--- config.mk ---
export PLATFORM = sky130hd
export DESIGN_NAME = rng_seed_recover
export DESIGN_NICKNAME = d
export VERILOG_FILES = /design/src/rtl/rng_seed_recover.sv
export SDC_FILE = /design/constraint.sdc
export NUM_CORES = 1
export LEC_CHECK = 0
export BUFFER_PORTS_ARGS = -buffer_cell sky130_fd_sc_hd__clkbuf_2
export CAP_MARGIN = 20
export CELL_PAD_IN_SITES_DETAIL_PLACEMENT = 1
export CELL_PAD_IN_SITES_GLOBAL_PLACEMENT = 1
export CORE_MARGIN = 2
export CORE_UTILIZATION = 36
export DETAILED_ROUTE_END_ITERATION = 6
export GPL_TIMING_DRIVEN = 0
export PLACE_DENSITY = 0.73
export SLEW_MARGIN = 15
export SYNTH_ARGS = -nofsm -noshare
export SYNTH_HDL_FRONTEND = slang
export SYNTH_SLANG_ARGS = --single-unit
--- constraint.sdc ---
create_clock -name clk -period 2.5 [get_ports clk]
set_input_delay 0.125 -clock clk [delete_from_list [all_inputs] [get_ports clk]]
set_output_delay 0.125 -clock clk [all_outputs]
set_load 0.01 [all_outputs]
--- src/rtl/rng_seed_recover.sv ---
module rng_seed_recover #(
  parameter bit       COND_RST    = 1'b1,
  parameter int       TIMEOUT     = 1000,
  parameter int       MAX_FAILS   = 3,
  parameter int       FLUSH_WORDS = 12,
  parameter int       AW          = 8,
  parameter int       CNT_W       = 16,
  parameter logic [7:0] CTRL_OFS  = 8'h00,
  parameter logic [7:0] STAT_OFS  = 8'h04,
  parameter logic [7:0] DATA_OFS  = 8'h08
) (
  input  logic             clk,
  input  logic             rst_n,
  input  logic             start,
  input  logic [CNT_W-1:0] nwords,
  input  logic             block_mode,
  output logic             busy,
  output logic             bus_req,
  output logic             bus_we,
  output logic [AW-1:0]    bus_addr,
  output logic [31:0]      bus_wdata,
  input  logic             bus_ack,
  input  logic [31:0]      bus_rdata,
  output logic             out_valid,
  output logic [31:0]      out_data,
  input  logic             out_ready,
  output logic             timeout_err,
  output logic             fatal
);
  localparam int TW  = $clog2(TIMEOUT + 1);
  localparam int FW  = $clog2(FLUSH_WORDS + 1);
  localparam int FCW = $clog2(MAX_FAILS + 2);
  localparam logic [TW-1:0]  TMAX  = TW'(TIMEOUT);
  localparam logic [FW-1:0]  FLAST = FW'(FLUSH_WORDS - 1);
  localparam logic [FCW-1:0] FMAX  = FCW'(MAX_FAILS);
  localparam int B_SECS = 2, B_CEIS = 5, B_SEIS = 6, B_CRST = 30;

  typedef enum logic [3:0] {
    S_IDLE, S_RSR, S_WAIT, S_CLR, S_RDR, S_OUT, S_ASR, S_WSI,
    S_FL, S_VSR, S_RCR, S_WCS, S_WCC, S_PCR, S_CSR, S_PSR
  } st_t;

  st_t              st;
  logic [31:0]      sr_q, cr_q, word_q;
  logic [CNT_W-1:0] left;
  logic [FCW-1:0]   fails;
  logic [FW-1:0]    fl;
  logic [TW-1:0]    tmr;
  logic             to_q, fatal_q;
  logic             rec_ok, rec_bad, poll_to, tmo;

  function automatic st_t classify(input logic [31:0] s);
    if (s == 32'd1)      return S_RDR;
    else if (s[B_SEIS])  return S_ASR;
    else if (s[B_CEIS])  return S_CLR;
    else                 return S_RDR;
  endfunction

  assign tmo         = (tmr >= TMAX);
  assign busy        = (st != S_IDLE);
  assign out_valid   = (st == S_OUT);
  assign out_data    = word_q;
  assign timeout_err = to_q;
  assign fatal       = fatal_q;
  assign bus_req     = (st != S_IDLE) && (st != S_OUT);

  always_comb begin
    bus_we    = 1'b0;
    bus_addr  = AW'(STAT_OFS);
    bus_wdata = 32'd0;
    case (st)
      S_CLR: bus_we = 1'b1;
      S_RDR, S_FL: bus_addr = AW'(DATA_OFS);
      S_WSI: begin bus_we = 1'b1; bus_wdata = sr_q & ~(32'd1 << B_SEIS); end
      S_RCR, S_PCR: bus_addr = AW'(CTRL_OFS);
      S_WCS: begin bus_we = 1'b1; bus_addr = AW'(CTRL_OFS); bus_wdata = cr_q | (32'd1 << B_CRST); end
      S_WCC: begin bus_we = 1'b1; bus_addr = AW'(CTRL_OFS); bus_wdata = cr_q & ~(32'd1 << B_CRST); end
      default: ;
    endcase
  end

  always_comb begin
    rec_ok = 1'b0; rec_bad = 1'b0; poll_to = 1'b0;
    if (bus_ack) begin
      case (st)
        S_WSI: rec_ok = COND_RST;
        S_VSR: if (bus_rdata[B_SEIS]) rec_bad = 1'b1; else rec_ok = 1'b1;
        S_CSR: rec_bad = bus_rdata[B_SEIS];
        S_PCR: if (bus_rdata[B_CRST] && tmo) begin rec_bad = 1'b1; poll_to = 1'b1; end
        S_PSR: if (!bus_rdata[B_SECS]) rec_ok = 1'b1;
               else if (tmo) begin rec_bad = 1'b1; poll_to = 1'b1; end
        S_WAIT: poll_to = (bus_rdata == 32'd0) && tmo;
        default: ;
      endcase
    end
  end

  always_ff @(posedge clk) begin
    if (!rst_n) begin
      st <= S_IDLE; sr_q <= '0; cr_q <= '0; word_q <= '0; left <= '0;
      fails <= '0; fl <= '0; tmr <= '0; to_q <= 1'b0; fatal_q <= 1'b0;
    end else begin
      if (!tmo) tmr <= tmr + 1'b1;
      if (poll_to) to_q <= 1'b1;
      if (rec_ok) st <= S_RSR;
      if (rec_bad) begin
        if (fails >= FMAX) begin fatal_q <= 1'b1; st <= S_IDLE; end
        else begin fails <= fails + 1'b1; st <= S_RSR; end
      end
      case (st)
        S_IDLE: if (start && !fatal_q && nwords != '0) begin
                  left <= nwords; fails <= '0; st <= S_RSR;
                end
        S_RSR: if (bus_ack) begin
                 if (bus_rdata == 32'd0) begin
                   if (block_mode) begin st <= S_WAIT; tmr <= '0; end
                   else st <= S_IDLE;
                 end else st <= classify(bus_rdata);
               end
        S_WAIT: if (bus_ack) begin
                  if (bus_rdata != 32'd0) st <= classify(bus_rdata);
                  else if (tmo) st <= S_IDLE;
                end
        S_CLR: if (bus_ack) st <= S_RDR;
        S_RDR: if (bus_ack) begin
                 if (bus_rdata == 32'd0) st <= S_ASR;
                 else begin word_q <= bus_rdata; st <= S_OUT; end
               end
        S_OUT: if (out_ready) begin
                 fails <= '0;
                 left  <= left - 1'b1;
                 st    <= (left == CNT_W'(1)) ? S_IDLE : S_RSR;
               end
        S_ASR: if (bus_ack) begin
                 sr_q <= bus_rdata;
                 st   <= (COND_RST && bus_rdata[B_SECS]) ? S_RCR : S_WSI;
               end
        S_WSI: if (bus_ack && !COND_RST) begin fl <= '0; st <= S_FL; end
        S_FL:  if (bus_ack) begin
                 if (fl == FLAST) st <= S_VSR;
                 else fl <= fl + 1'b1;
               end
        S_RCR: if (bus_ack) begin cr_q <= bus_rdata; st <= S_WCS; end
        S_WCS: if (bus_ack) st <= S_WCC;
        S_WCC: if (bus_ack) begin st <= S_PCR; tmr <= '0; end
        S_PCR: if (bus_ack && !bus_rdata[B_CRST]) st <= S_CSR;
        S_CSR: if (bus_ack && !bus_rdata[B_SEIS]) begin st <= S_PSR; tmr <= '0; end
        default: ;
      endcase
    end
  end

  p_bus_hold_r2: assert property (@(posedge clk) disable iff (!rst_n)
    bus_req && !bus_ack |=> bus_req && $stable(bus_addr) && $stable(bus_we) && $stable(bus_wdata));
  p_out_hold_r1: assert property (@(posedge clk) disable iff (!rst_n)
    out_valid && !out_ready |=> out_valid && $stable(out_data));
  p_no_zero_out_r3: assert property (@(posedge clk) disable iff (!rst_n)
    out_valid |-> out_data != 32'd0);
  p_no_ctrl_write_r7: assert property (@(posedge clk) disable iff (!rst_n)
    bus_req && bus_we && bus_addr == AW'(CTRL_OFS) |-> COND_RST);
  p_timeout_sticky_r9: assert property (@(posedge clk) disable iff (!rst_n)
    timeout_err |=> timeout_err);
  p_fatal_sticky_r10: assert property (@(posedge clk) disable iff (!rst_n)
    fatal |=> fatal && !busy);
  p_fatal_quiet_r10: assert property (@(posedge clk) disable iff (!rst_n)
    $rose(fatal) |-> !bus_req && !out_valid);
endmodule

==> results.toml, run 1 <==
[outcome]
status = "complete, no violations"

[worst_setup_path]
cpMaxStageDelayCell = "buf_1"
endpoint = "out_data[9]"
rr_worst_depth = 7
cp.required_ns = 2.83
setup.worst_path.class = "in -> reg"
startpoint = "bus_rdata[6]"
start_kind = "primary input"
cpPeakStageDelay_ns = 0.43
r2r_slack_ns = 0.07
cp.buffers_inverters = 3
endpoint_kind = "flop"
worstReg2RegEnd = "out_data[9]"
crit_top_cell = "clkbuf_1"
path_depth = 9
critPathTopFamily = "simple AND/OR/NAND/NOR gates"
worstPathArrival_ns = 2.79
cp_cell_sequence = "clkbuf_1 > nor4_1 > nand4_1 > nor2_2 > or3_1 > clkbuf_1 > buf_1 > nand2_1 > a21boi_0"
worstReg2RegStart = "st[3]"
crit_fanout = 10

[cts]
clk_pin_slew_ns = 0.06
root_buffer = "clkbuf_16"
clk_latency_ns = 0.43
cts_made_buffers = 17
htree_levels = 4
numClockSinks = 133
max-clock-path-buffers = 2
cts_tree = "done"

[detailed_routing]
wl_mm = 23.8
drc = 0
wl_per_cell_um = 18.9
ant_nets = 0
first_iter_violations = 449
via_count = 6812
drt_first_pass_iters = 4
vias_per_cell = 5.41

[power]
p_comb_share_pct = 25.9
clkPwrFrac_pct = 39.1
power.share.sequential_pct = 35.0
finalPower_mw = 6.97
netSwitchingFraction_pct = 32.8
peakVddDrop_uv = 496
p_leak_nw = 3.22
internal-power_mw = 4.68
p_switching_mw = 2.29
p_per_area_nw_per_um2 = 822

[synthesis]
yosysWarnings = 0
ys_seq_elements = 133
syn_avg_cell_area_um2 = 7.74
postSynth.asyncResetShare_pct = 0
ys_types = 60
syn_inst = 848
synth_edf_count = 0
ys_seq_area_share_pct = 40.5
synth_top_flop_cell = "dfxtp_1"
syn_area_um2 = 6570

[sta]
drv_slew = 0
hold_viol = 0
rsz0062_at_grt = "true"
setup_viol = 0
tightest_slew_ns = 0.810
timing.fmax_mhz = 406
fin_crit_sh_pct = 98.4
min_period_ns = 2.46
final.setup.tns_ns = 0
fin_skew_ns = 0.00959
relSlewSlack_pct = 45.9

[global_route]
grt_pass1_wl_mm = 38.0
grt_max_degree = 17
grt-ovfl-total = 0
grtUsageTotal_pct = 24.8
grt_pass1_vias = 6843
antenna_found_initial = 0

[floorplan]
pin_count = 132
die_area_um2 = 19300
die_width_um = 139
initial_core_util_pct = 36.7
core.rowCount = 49
coreArea_um2 = 17900
die_y_um = 139

[place]
postPlaceCellArea_um2 = 7480
place_congestion = 0.928
place_hpwl_mm = 16.5
port_buffers = 121

[layout]
fillers = 2221
drive_above_1_share_pct = 19.6
final_cell_mix = "242 x nand2_1, 133 x dfxtp_1, 123 x clkbuf_2, 96 x a21boi_0, 50 x nor2_1"
final_area_um2 = 8470
nets = 1080
mostFrequentLayoutCell = "nand2_1"
synthToLayoutAreaGrowth_pct = 29.0
diodes = 0

[worst_hold_path]
min_path_type = "in -> reg"

[job]
max_cap_viol_count = 0
[per-stage QoR]
| step | setup slack, ns | hold slack, ns | cells | utilization [%] |
|---|---|---|---|---|
| finish | 0.0396 | 0.00713 | 1260 | 47.3 |
| global route | -0.0868 | 0.0117 | 1260 | 47.3 |
| CTS | 0.00832 | 0.000223 | 1261 | 47.1 |
| detailed placement | -0.442 | 0.419 | 1203 | 41.8 |
| global placement | -0.358 | 0.414 | 1203 | 41.8 |
| floorplan | 0.348 | 0.270 | 853 | - |
[worst min-delay path by stage]
stage | endpoint | depth (start not counted) | startpoint | slack (ns)
final | cr_q[29] | 3 | bus_rdata[29] | 0.007
after global routing | cr_q[29] | 3 | bus_rdata[29] | 0.01
after CTS | cr_q[19] | 3 | bus_rdata[19] | 0.0002
after detailed placement | sr_q[18] | 3 | bus_rdata[18] | 0.42
after global placement | sr_q[18] | 3 | bus_rdata[18] | 0.41
after floorplan | cr_q[10] | 2 | bus_rdata[10] | 0.27
[power by group through the flow]
stage / clock (mW) / combinational [mW] / sequential [mW]
6_report: 2.72 / 1.81 / 2.44
5_1_grt: 2.88 / 1.98 / 2.46
4_1_cts: 2.76 / 1.75 / 2.43
3_5_place_dp: 0 / 1.68 / 2.48
3_3_place_gp: 0 / 1.68 / 2.47
2_1_floorplan: 0 / 1.11 / 2.45
[registers in the layout (all words and copies together) (netlist names), 3 cells and up]
signal    flops
cr_q         31
fails         3
fl            4
left         16
out_data     32
sr_q         31
st            4
tmr          10
[worst min-delay path: stages]
cell and delay (ns):
clkbuf_2 0.13, nand2_1 0.06, a21boi_0 0.06
[cell families after synthesis]
| logic type | Yosys count | synth area share (%) |
|---|---|---|
| buffers and inverters | 77 | 4.86 |
| other | 1 | 0.0571 |
| xor gates and xnor gates | 12 | 1.60 |
| adders and majority gates | 7 | 1.33 |
| DFF | 133 | 40.5 |
| muxes | 4 | 0.629 |
| AOI/OAI and AO/OA | 233 | 25.9 |
| and+or+nand+nor | 381 | 25.1 |
[cell type report]
| class | instances | area, µm² | area share, % |
|---|---|---|---|
| Sequential cell | 133 | 2660 | 31.4 |
| Clock inverter | 10 | 170 | 2.01 |
| Buffer | 64 | 309 | 3.65 |
| Multi-Input combinational cell | 643 | 3660 | 43.2 |
| Inverter | 12 | 50.0 | 0.591 |
| Clock buffer | 21 | 460 | 5.44 |
| Timing Repair Buffer | 148 | 876 | 10.3 |
| Tap cell | 229 | 287 | 3.38 |
[what timing repair did]
| action | CTS | global route |
|---|---|---|
| resized for setup | 25 | 19 |
| setup endpoints to repair | 126 | 78 |
| hold endpoints to repair | 55 | 0 |
| hold buffers | 27 | 0 |
| setup buffers | 0 | 0 |
[cells in the mapped netlist, drive strengths merged (4+ instances only)]
library cell | number | area [µm²]
or2 | 4 | 25.0
clkbuf | 51 | 191
nor2 | 54 | 203
inv | 11 | 41.3
a21boi | 96 | 721
buf | 14 | 82.6
nor2b | 6 | 37.5
ha | 7 | 87.6
nand3 | 12 | 60.1
nor3 | 11 | 55.1
o211ai | 10 | 75.1
xor2 | 5 | 43.8
o22ai | 4 | 25.0
xnor2 | 7 | 61.3
dfxtp | 133 | 2660
a31oi | 6 | 37.5
or3b | 4 | 35.0
a21oi | 22 | 110
nand2 | 242 | 908
o21ai | 30 | 150
or4 | 4 | 37.5
nand2b | 5 | 31.3
nor4 | 18 | 113
a22o | 31 | 272
and2 | 8 | 51.3
nand4 | 6 | 37.5
[per-layer routing]
| layer | up-vias | track usage [%] | routed length, µm |
|---|---|---|---|
| met5 | - | 0 | 0 |
| met4 | 0 | 7.34 | 380 |
| met3 | 25 | 4.87 | 1140 |
| met2 | 192 | 41.1 | 11300 |
| met1 | 3319 | 32.9 | 11000 |
| li1 | 3276 | - | - |
Note: power is estimated with default switching activity, not from simulation.
==> inputs of run 2 (changes only) <==
GPL_TIMING_DRIVEN = not set   (was 0)
SLEW_MARGIN = 40   (was 15)
==> run 2 against run 1 <==
  * Register-to-register slack improved by 0.10 ns
  * Global-route usage is 2.3 points lower
  * Non-clock buffer count down 26
  * Combinational power about the same
  * Flip-flop and latch count did not move
  * Sequential power about the same
  * Via count shrank 3.0%
  * Core utilization is 0.33 points lower
  * Routed wire length down 8.7%
  * Critical endpoint is now bus_wdata[1]
  * Highest routed layer unchanged
==> results.toml, run 2 (synthesis results as in run 1) <==
[outcome]
status = "complete, no violations"

[floorplan]
initial_core_util_pct = 36.7
pin_count = 132
die_area_um2 = 19300
core.rowCount = 49
coreArea_um2 = 17900
die_width_um = 139
die_y_um = 139

[layout]
final_area_um2 = 8410
diodes = 0
final_cell_mix = "242 x nand2_1, 131 x dfxtp_1, 124 x clkbuf_2, 96 x a21boi_0, 50 x nor2_1"
nets = 1054
mostFrequentLayoutCell = "nand2_1"
utilization_pct = 47.0
largest_reg_flops = 32
drive_above_1_share_pct = 22.3
synthToLayoutAreaGrowth_pct = 28.1

[worst_setup_path]
crit_fanout = 31
start_kind = "flop"
cpPeakStageDelay_ns = 0.40
cp.buffers_inverters = 3
cp_cell_sequence = "buf_4 > nor2_1 > nand2_1 > a21oi_2 > buf_12 > a22o_1 > clkbuf_2"
endpoint_kind = "output pin"
cp.required_ns = 2.38
r2r_slack_ns = 0.17
critPathTopFamily = "buffers and inverters"
setup.worst_path.class = "reg -> out"
cpMaxStageDelayCell = "dfxtp_1"
worstPathArrival_ns = 2.26

[detailed_routing]
vias_per_cell = 5.35
ant_nets = 0
wl_mm = 21.7
drt_first_pass_iters = 5
first_iter_violations = 307
via_count = 6607
wl_per_cell_um = 17.6
drc = 0

[cts]
cts_tree = "done"
root_buffer = "clkbuf_16"
htree_levels = 4
clk_pin_slew_ns = 0.06
cts_made_buffers = 17
max-clock-path-buffers = 2
numClockSinks = 133
clk_latency_ns = 0.43

[power]
peakVddDrop_uv = 510
internal-power_mw = 4.60
p_comb_share_pct = 26.2
clkPwrFrac_pct = 37.8
p_switching_mw = 2.27
power.share.sequential_pct = 36.0
p_per_area_nw_per_um2 = 817
finalPower_mw = 6.87
netSwitchingFraction_pct = 33.1
p_leak_nw = 3.23

[sta]
rsz0062_at_grt = "false"
drv_slew = 0
fin_skew_ns = 0.00763
relSlewSlack_pct = 55.1
final.setup.tns_ns = 0
hold_viol = 0
setup_viol = 0
tightest_slew_ns = 0.674
min_period_ns = 2.39
timing.fmax_mhz = 419
fin_crit_sh_pct = 95.6
fin_hold_ws_ns = 0.00810

[place]
place_hpwl_mm = 14.6
postPlaceCellArea_um2 = 7570
port_buffers = 125
place_congestion = 0.880

[global_route]
grt-ovfl-total = 0
grtUsageTotal_pct = 22.5
grt_pass1_vias = 6785
grt_max_degree = 70
antenna_found_initial = 0
grt_pass1_wl_mm = 35.2

[worst_hold_path]
min_path_type = "in -> reg"

[job]
max_cap_viol_count = 0
run 2: cell types whose count changed in the layout (fill, tap and decap cells not counted), sizes merged:
cell / change
buf: +24
clkbuf: -47
dlygate4sd3: -6
clkinv: +2
inv: +2
clkinvlp: +1
bufinv: -1
run 2: final timing paths:
check,start,end,cells past startpoint
hold / removal,bus_rdata[4],out_data[4],3
setup / recovery,st[0],bus_wdata[1],7
setup reg to reg,left[7],left[14],6
hold reg to reg,cr_q[4],cr_q[4],2
run 2: final cells by class:
| cell class | count | area (µm²) |
|---|---|---|
| clock buffer | 18 | 429 |
| clock inverter | 14 | 174 |
| fill | 2221 | 9490 |
| inverter | 12 | 45.0 |
| multi-input combinational | 643 | 3630 |
| sequential | 133 | 2670 |
| tap | 229 | 287 |
| timing repair buffer | 186 | 1180 |
run 2: per-stage QoR:
| step | std cells | worst slack [ns] |
|---|---|---|
| after floorplan | 853 | 0.348 |
| after global placement | 1181 | 0.268 |
| after detailed placement | 1181 | 0.167 |
| after CTS | 1234 | 0.0393 |
| after global routing | 1235 | 0.00496 |
| final | 1235 | 0.111 |
run 2: per-layer routing:
layer / vias to the layer above / GRT usage (%) / part of all wire, %
met5: - / 0 / 0
met4: 0 / 7.87 / 2.4
met3: 40 / 4.77 / 4.1
met2: 163 / 37.6 / 47
met1: 3186 / 28.9 / 46
li1: 3218 / - / -
run 2: repair_timing:
| item | 4_1_cts | 5_1_grt |
|---|---|---|
| endpoints found under the hold margin | 53 | 0 |
| gates resized for setup | 1 | 5 |
| hold buffers | 21 | 0 |
| endpoints found under the setup margin | 31 | 43 |
| setup buffers | 0 | 1 |
| gates cloned | 0 | 0 |
| pin swaps | 0 | 1 |
run 2: tightest hold or removal path, delay by kind of cell:
| family | cells | cell delay, ns |
|---|---|---|
| compound gates | 1 | 0.06 |
| simple gates | 1 | 0.07 |
| buf+inv | 1 | 0.13 |
run 2: power groups by stage:
| stage | clock network, mW | logic [mW] | registers [mW] |
|---|---|---|---|
| 2_1_floorplan | 0 | 1.11 | 2.45 |
| 5_1_grt | 2.75 | 1.98 | 2.50 |
| 3_5_place_dp | 0 | 1.76 | 2.51 |
| 4_1_cts | 2.65 | 1.79 | 2.47 |
| 6_report | 2.60 | 1.80 | 2.47 |
| 3_3_place_gp | 0 | 1.75 | 2.51 |
